===== config.mk =====
export PLATFORM = sky130hd
export DESIGN_NAME = intr_seq_top
export DESIGN_NICKNAME = d
export VERILOG_FILES = /design/src/rtl/intr_seq_pkg.sv /design/src/rtl/intr_seq_fsm.sv /design/src/rtl/intr_stack_ptr.sv /design/src/rtl/intr_arch_regs.sv /design/src/rtl/intr_seq_top.sv
export SDC_FILE = /design/constraint.sdc
export NUM_CORES = 1
export LEC_CHECK = 0
export BUFFER_PORTS_ARGS = -buffer_cell sky130_fd_sc_hd__buf_4
export CAP_MARGIN = 20
export CORE_ASPECT_RATIO = 1.75
export CORE_UTILIZATION = 42
export CTS_BUF_LIST = sky130_fd_sc_hd__clkbuf_16
export DETAILED_ROUTE_END_ITERATION = 8
export PLACE_DENSITY = 0.69
export SLEW_MARGIN = 20
export SYNTH_ARGS = -nofsm -noshare
export SYNTH_HDL_FRONTEND = slang
export SYNTH_SLANG_ARGS = --single-unit

===== constraint.sdc =====
create_clock -name clk -period 2 [get_ports clk]
set_input_delay 0.4 -clock clk [delete_from_list [all_inputs] [get_ports clk]]
set_output_delay 0.4 -clock clk [all_outputs]
set_load 0.03 [all_outputs]

===== src/rtl/intr_seq_pkg.sv =====
package intr_seq_pkg;

    localparam int unsigned IE_BIT = 0;

    typedef enum logic [2:0] {
        ST_IDLE,
        ST_PUSH_PC,
        ST_PUSH_SW,
        ST_POP_SW,
        ST_POP_PC
    } seq_state_e;

    typedef struct packed {
        logic idle;
        logic step;
        logic take;
        logic push_pc;
        logic push_sw;
        logic pop_sw;
        logic pop_pc;
    } seq_ctl_t;

    function automatic logic is_push(input seq_ctl_t c);
        return c.push_pc | c.push_sw;
    endfunction

    function automatic logic is_pop(input seq_ctl_t c);
        return c.pop_sw | c.pop_pc;
    endfunction

endpackage


===== src/rtl/intr_seq_fsm.sv =====
module intr_seq_fsm
    import intr_seq_pkg::*;
(
    input  logic     clk,
    input  logic     rst,
    input  logic     insn_done,
    input  logic     irq_req,
    input  logic     rti_cmd,
    input  logic     ie,
    output seq_ctl_t ctl,
    output logic     irq_ack,
    output logic     busy
);

    seq_state_e state, nxt;

    always_comb begin
        nxt = state;
        ctl = '0;
        ctl.idle = (state == ST_IDLE);
        unique case (state)
            ST_IDLE: begin
                if (insn_done) begin
                    if (rti_cmd) begin
                        nxt = ST_POP_SW;
                    end else if (irq_req && ie) begin
                        nxt = ST_PUSH_PC;
                        ctl.take = 1'b1;
                    end else begin
                        ctl.step = 1'b1;
                    end
                end
            end
            ST_PUSH_PC: begin
                ctl.push_pc = 1'b1;
                nxt = ST_PUSH_SW;
            end
            ST_PUSH_SW: begin
                ctl.push_sw = 1'b1;
                nxt = ST_IDLE;
            end
            ST_POP_SW: begin
                ctl.pop_sw = 1'b1;
                nxt = ST_POP_PC;
            end
            ST_POP_PC: begin
                ctl.pop_pc = 1'b1;
                nxt = ST_IDLE;
            end
            default: nxt = ST_IDLE;
        endcase
    end

    always_ff @(posedge clk) begin
        if (rst) state <= ST_IDLE;
        else     state <= nxt;
    end

    assign irq_ack = (state == ST_PUSH_PC);
    assign busy    = (state != ST_IDLE);

    // acknowledge never lasts two cycles
    assert_ack_pulse_R4: assert property (@(posedge clk) disable iff (rst)
        irq_ack |=> !irq_ack);

    // acknowledge only follows a boundary with an enabled request
    assert_ack_boundary_R3: assert property (@(posedge clk) disable iff (rst)
        $rose(irq_ack) |-> $past(insn_done && irq_req && ie && !rti_cmd));

endmodule


===== src/rtl/intr_stack_ptr.sv =====
module intr_stack_ptr #(
    parameter int unsigned SAW     = 8,
    parameter int unsigned STK_TOP = 255
) (
    input  logic           clk,
    input  logic           rst,
    input  logic           push,
    input  logic           pop,
    output logic [SAW-1:0] addr
);

    localparam logic [SAW-1:0] TOP_VAL = STK_TOP[SAW-1:0];

    logic [SAW-1:0] sp;

    always_ff @(posedge clk) begin
        if (rst)       sp <= TOP_VAL;
        else if (push) sp <= sp - 1'b1;
        else if (pop)  sp <= sp + 1'b1;
    end

    assign addr = push ? (sp - 1'b1) : sp;

    // a cycle either pushes or pops, never both
    assert_one_dir_R8: assert property (@(posedge clk) disable iff (rst)
        !(push && pop));

    // each push lowers the pointer by one word
    assert_sp_dec_R5: assert property (@(posedge clk) disable iff (rst)
        push |=> (sp == $past(sp) - 1'b1));

    // each pop raises the pointer by one word
    assert_sp_inc_R7: assert property (@(posedge clk) disable iff (rst)
        pop |=> (sp == $past(sp) + 1'b1));

endmodule


===== src/rtl/intr_arch_regs.sv =====
module intr_arch_regs
    import intr_seq_pkg::*;
#(
    parameter int unsigned   DW         = 16,
    parameter logic [DW-1:0] HANDLER_PC = 16'h0100
) (
    input  logic          clk,
    input  logic          rst,
    input  seq_ctl_t      ctl,
    input  logic          sw_wr,
    input  logic [DW-1:0] sw_wdata,
    input  logic [DW-1:0] stk_rdata,
    output logic [DW-1:0] pc,
    output logic [DW-1:0] status_word,
    output logic [DW-1:0] stk_wdata
);

    always_ff @(posedge clk) begin
        if (rst) begin
            pc          <= '0;
            status_word <= '0;
        end else begin
            if (ctl.step || ctl.take) pc <= pc + 1'b1;
            if (ctl.push_sw) begin
                pc                  <= HANDLER_PC;
                status_word[IE_BIT] <= 1'b0;
            end
            if (ctl.pop_sw) status_word <= stk_rdata;
            if (ctl.pop_pc) pc <= stk_rdata;
            if (sw_wr && ctl.idle) status_word <= sw_wdata;
        end
    end

    assign stk_wdata = ctl.push_pc ? pc : status_word;

    // entry ends at the handler with interrupts disabled
    assert_entry_R6: assert property (@(posedge clk) disable iff (rst)
        ctl.push_sw |=> (pc == HANDLER_PC && !status_word[IE_BIT]));

    // the second pop lands the saved address in the PC
    assert_ret_pc_R7: assert property (@(posedge clk) disable iff (rst)
        ctl.pop_pc |=> (pc == $past(stk_rdata)));

endmodule


===== src/rtl/intr_seq_top.sv =====
module intr_seq_top
    import intr_seq_pkg::*;
#(
    parameter int unsigned   DW         = 16,
    parameter int unsigned   SAW        = 8,
    parameter int unsigned   STK_TOP    = 255,
    parameter logic [DW-1:0] HANDLER_PC = 16'h0100
) (
    input  logic           clk,
    input  logic           rst,
    input  logic           insn_done,
    input  logic           irq_req,
    input  logic           rti_cmd,
    input  logic           sw_wr,
    input  logic [DW-1:0]  sw_wdata,
    output logic           irq_ack,
    output logic           busy,
    output logic [DW-1:0]  pc,
    output logic [DW-1:0]  status_word,
    output logic           stk_push,
    output logic           stk_pop,
    output logic [SAW-1:0] stk_addr,
    output logic [DW-1:0]  stk_wdata,
    input  logic [DW-1:0]  stk_rdata
);

    seq_ctl_t ctl;

    intr_seq_fsm u_fsm (
        .clk       (clk),
        .rst       (rst),
        .insn_done (insn_done),
        .irq_req   (irq_req),
        .rti_cmd   (rti_cmd),
        .ie        (status_word[IE_BIT]),
        .ctl       (ctl),
        .irq_ack   (irq_ack),
        .busy      (busy)
    );

    assign stk_push = is_push(ctl);
    assign stk_pop  = is_pop(ctl);

    intr_stack_ptr #(.SAW(SAW), .STK_TOP(STK_TOP)) u_sp (
        .clk  (clk),
        .rst  (rst),
        .push (stk_push),
        .pop  (stk_pop),
        .addr (stk_addr)
    );

    intr_arch_regs #(.DW(DW), .HANDLER_PC(HANDLER_PC)) u_regs (
        .clk         (clk),
        .rst         (rst),
        .ctl         (ctl),
        .sw_wr       (sw_wr),
        .sw_wdata    (sw_wdata),
        .stk_rdata   (stk_rdata),
        .pc          (pc),
        .status_word (status_word),
        .stk_wdata   (stk_wdata)
    );

    // stack traffic only while the core is stalled
    assert_busy_stack_R8: assert property (@(posedge clk) disable iff (rst)
        (stk_push || stk_pop) |-> busy);

    // the first word written on entry is the acknowledged return address
    assert_push_first_R5: assert property (@(posedge clk) disable iff (rst)
        irq_ack |-> (stk_push && stk_wdata == pc));

endmodule


Yosys cells after proc, flatten, opt, wreduce, memory -nomap -nowiden --
Index checks and enable logic that the tools add are counted.
Cells by class: $add $sub $neg 3, equal/unequal tests 6, mux-type cells 23, bitwise operators 2, reduce and logical (&&, ||, !) cells 10
Operators with widths (count):
- $mux W16 | 6
- $mux W8 | 3
- $add A16 B1 Y16 const B | 1
- $mux W3 | 3
- $pmux W3 S3 | 1
- $reduce_bool A3 Y1 | 3
- $add A8 B1 Y8 const B | 1
- $sub A8 B1 Y8 const B | 1
- $mux W1 | 7
- $eq A3 B2 Y1 const B | 2
- $mux W2 | 3
- $reduce_bool A2 Y1 | 2
- $eq A3 B1 Y1 const B | 1
- $eq A3 B3 Y1 const B | 1
- $logic_not A3 Y1 | 1
- $ne A3 B3 Y1 const B | 1
- $logic_and A1 B1 Y1 | 2
- $ne A2 B2 Y1 const B | 1
- $or A1 B1 Y1 | 2
- $reduce_and A2 Y1 | 1
- $logic_or A1 B1 Y1 | 1
Word-level totals: register bits after elaboration 43, input bits 38, output and inout port bits 60, word-level logic and storage cells 49

Longest topological paths before layout --
word-level depth 9, depth in mapped cells 8, depth with buffers taken out 6

By module --
From an unflattened synthesis, not the netlist that was laid out.
Second synthesis, totals: cell total of the unflattened synthesis 301, area, all modules 2705.1 sq um
Modules (own cells, without submodules):
- intr_arch_regs | times used 1, cells each 213, area each 1908.1 sq um, sequential area each 640.6 sq um
- intr_stack_ptr | times used 1, cells each 67, area each 608.1 sq um, sequential area each 160.2 sq um
- intr_seq_fsm | times used 1, cells each 19, area each 176.4 sq um, sequential area each 60.1 sq um
- intr_seq_top | times used 1, cells each 2, area each 12.5 sq um, sequential area each 0.0 sq um

Least setup slack after synthesis --
Ideal clock, no wire load.
path kind reg2out, from register u_fsm.state[0], to output port stk_addr[3], arrival time 1.894 ns, data required time 1.600 ns, setup slack -0.294 ns, cell stages (with the launch flop) 7, path buffers 1, cells stage by stage dfxtp_1 > buf_4 > xnor2_1 > nor2_2 > inv_2 > nor4_1 > xor2_1
On the way: longest elaborated chain between the ends 4, elaborated cells between the ends (all ways) 6, classes of those cells eq/ne: 2; mux: 3; bitwise: 1
Ends and longest elaborated chain:
- start, declared | line intr_seq_fsm.sv:15 | seq_state_e state, nxt;
- start signal, assigned | line intr_seq_fsm.sv:56 | else state <= nxt;
- $eq A3 B1 Y1 or $eq A3 B2 Y1 (tied branches) | line intr_seq_fsm.sv:21 | unique case (state)
- $mux W1 | line intr_seq_fsm.sv:21
- $or A1 B1 Y1 * | line intr_seq_pkg.sv:24 | return c.push_pc | c.push_sw;
- named net stk_push | line intr_seq_top.sv:20 | output logic stk_push,
- $mux W8 * | line intr_stack_ptr.sv:22 | assign addr = push ? (sp - 1'b1) : sp;
- end, declared | line intr_seq_top.sv:22 | output logic [SAW-1:0] stk_addr,
The timed path passes the listed nets; every way through them passes the cells marked *.

Worst setup path in the final report --
from register u_fsm.state[1], to output port stk_wdata[13]
On the way: longest elaborated chain between the ends 3
Ends and longest elaborated chain:
- $eq A3 B1 Y1 | line intr_seq_fsm.sv:21
- $mux W1 | line intr_seq_fsm.sv:21
- $mux W16 | line intr_arch_regs.sv:34 | assign stk_wdata = ctl.push_pc ? pc : status_word;
- end, declared | line intr_seq_top.sv:23 | output logic [DW-1:0] stk_wdata,
No other way between the ends.

==> results.tsv <==
stage	metric	value	unit
status	status	finished with violations	
status	violations	setup timing	
placement	hpwlAfterDp	6470	µm
layout	drive_gt1_share	40.0	%
logic_synthesis	synthCells	336	
clocking	clk_latency	0.29	ns
layout	fin_util	66.4	%
route	vias_per_cell	5.77	
worst_setup_path	crit_path_start_kind	register	
logic_synthesis	ys_warn_count	0	
layout	n_antenna_cell	0	
power_and_ir_drop	power.leakage	1.84	nW
floorplanning	die-area	6960	µm²
timing	relSlewSlack	64.2	%
logic_synthesis	synth_ff_type	dfxtp_1	
grt	grt_antenna_before_repair	0	
timing	setup_viol	18	
route	drc_errors	0	
route	drt-initial-drc-count	121	
power_and_ir_drop	finalPower	2.71	mW
placement	io_buffers	97	
worst_setup_path	end_kind	output pin	
grt	grtUsageTotal	26.7	%
placement	routabilityCongestion	0.871	
floorplanning	initial_core_util	44.3	%
job	drv_cap	0	
logic_synthesis	yosysSeqAreaShare	31.0	%
timing	fin_crit_sh	104	%
worst_setup_path	worst-setup-path-type	reg -> out	
worst_setup_path	path_buf_inv	4	
logic_synthesis	synth_edf_count	0	
clocking	cts_tree	yes	
grt	grt_pass1_vias	3051	
clocking	cts.clk_slew.worst_paths	0.06	ns
timing	rsz0062_at_grt	yes	
power_and_ir_drop	p_per_area	650	nW/µm²
timing	hold_slack	0.401	ns
route	wl	9230	µm
timing	finalSetupTns	-1.16	ns
layout	design_area	4170	µm²
worst_setup_path	cp_max_fo	9	
floorplanning	die_x	63.5	µm
timing	post-route-min-period	2.09	ns
clocking	h-tree-depth	2	
route	via_count	3078	
route	dr.pass1.iters	4	
clocking	clock-root-buffer	clkbuf_16	
worst_setup_path	cp_top_family	buffers and inverters	
timing	finalClockSkew	0.00656	ns
timing	slew_violations	0	
timing	hold_viol	0	
grt	grt_overflow	0	
logic_synthesis	ys_types	58	
power_and_ir_drop	peakVddDrop	458	µV
timing	worstMarginPinSlew	0.534	ns
worst_setup_path	slowest_stage	mux2_2	
logic_synthesis	synthesis.nets	379	
layout	fin_cells	533	
grt	grt_max_degree	40	
worst_setup_path	crit_top_cell	buf_6	
placement	pre_cts_ws	0.117	ns
floorplanning	io_pins	98	
worst_setup_path	crit_arrival	1.69	ns
timing	setup_slack	-0.0885	ns
worst_setup_path	cpPeakStageDelay	0.35	ns
clocking	cts_buffers	5	
logic_synthesis	syn_area	2780	µm²
worst_setup_path	crit_required	1.60	ns
layout	syn_to_final_growth	49.9	%
placement	placed_area	3720	µm²
clocking	clock_sinks	43	
logic_synthesis	ys_seq_elements	43	
floorplanning	die_h	110	µm
layout	fin_nets	495	
hold_path	hold_path_class	in -> reg	
timing	fmax	479	MHz
worst_setup_path	crit_chain	buf_6, nor3b_4, buf_6, buf_12, mux2_2, buf_6	
grt	grt_pass1_wl	14600	µm
route	ant_nets	0	
floorplanning	core	6280	µm²
clocking	clockBufferDepth	2	
logic_synthesis	async_reset_ff_share	0	%
floorplanning	num_rows	38	
placement	placed_cells	514	
route	wl_per_cell	17.3	µm
logic_synthesis	syn_avg_cell_area	8.27	µm²
[placed cells by master, fill, tap and decap left out, drive strengths merged, types with 4 or more instances in the layout]
cell | Yosys | routed
nand3 | 10 | 10
inv | 6 | 8
nor2 | 32 | 32
a31oi | 5 | 5
dfxtp | 43 | 43
a21oi | 24 | 24
o21ai | 11 | 11
and4 | 4 | 4
xnor2 | 9 | 9
a211oi | 19 | 19
xor2 | 5 | 5
buf | 16 | 136
mux2 | 16 | 16
nor4 | 4 | 4
mux2i | 16 | 16
clkbuf | 11 | 5
ha | 5 | 5
nand2 | 29 | 29
o211ai | 5 | 5
nor3 | 12 | 12
[logic make-up after synthesis]
group / share of synthesized area (%)
AND/OR/NAND/NOR: 22.2
flip-flops: 31.0
multiplexers: 12.2
XOR/XNOR: 4.41
adder cells (fa/ha/maj): 2.25
buffers and inverters: 5.99
AO/OA/AOI/OAI: 22.0
[cells in the mapped netlist (all sizes together) (10+ instances only)]
cell	instances	area, µm²
a211oi	19	143
clkbuf	11	41.3
nor3	12	60.1
a21oi	24	124
dfxtp	43	861
mux2i	16	160
o21ai	11	55.1
nand3	10	50.1
nand2	29	109
mux2	16	180
buf	16	103
nor2	32	123
[power breakdown]
group          switching [mW]  internal, mW  leakage, nW  total [mW]
Combinational           0.506         0.433         1.41       0.939
Clock                   0.341         0.452       0.0762       0.793
Sequential             0.0614         0.913        0.354       0.975
Total                   0.909          1.80         1.84        2.71
[sequential cells by signal, summed over array words and instances (netlist names)]
name and cells:
u_regs.pc 16, u_sp.sp 8, u_fsm.state 3, u_regs.status_word 16
[routing by layer]
| metal | track usage (%) | vias up | routed length (µm) |
|---|---|---|---|
| li1 | - | 1480 | - |
| met1 | 27.7 | 1475 | 3480 |
| met2 | 49.8 | 103 | 5090 |
| met3 | 4.25 | 20 | 394 |
| met4 | 15.3 | 0 | 260 |
| met5 | 0 | - | 0 |
[worst paths after layout]
kind,to,startpoint,slack [ns],cells past startpoint
hold / removal,u_fsm.state[0]$_SDFFE_PP0P_,insn_done,0.40,2
setup / recovery,stk_wdata[13],u_fsm.state[1]$_SDFFE_PP0P_,-0.09,6
hold reg to reg,u_sp.sp[7]$_SDFFE_PP1P_,u_sp.sp[7]$_SDFFE_PP1P_,0.52,2
setup reg to reg,u_regs.pc[2]$_SDFFE_PP0P_,u_fsm.state[1]$_SDFFE_PP0P_,0.08,8
[layout make-up]
type / count / area (µm²)
Fill cell: 539 / 2110
Multi-Input combinational cell: 260 / 1890
Timing Repair Buffer: 136 / 1150
Sequential cell: 43 / 867
Clock buffer: 5 / 125
Tap cell: 80 / 100
Inverter: 6 / 22.5
Clock inverter: 3 / 12.5
[timing repair]
action	in CTS	in global routing
gates cloned	1	0
endpoints found under the setup margin	23	34
pin swaps	2	7
buffers inserted	6	5
gates resized for setup	31	21
hold buffers	0	0
Power figures use the tool's default switching activity.
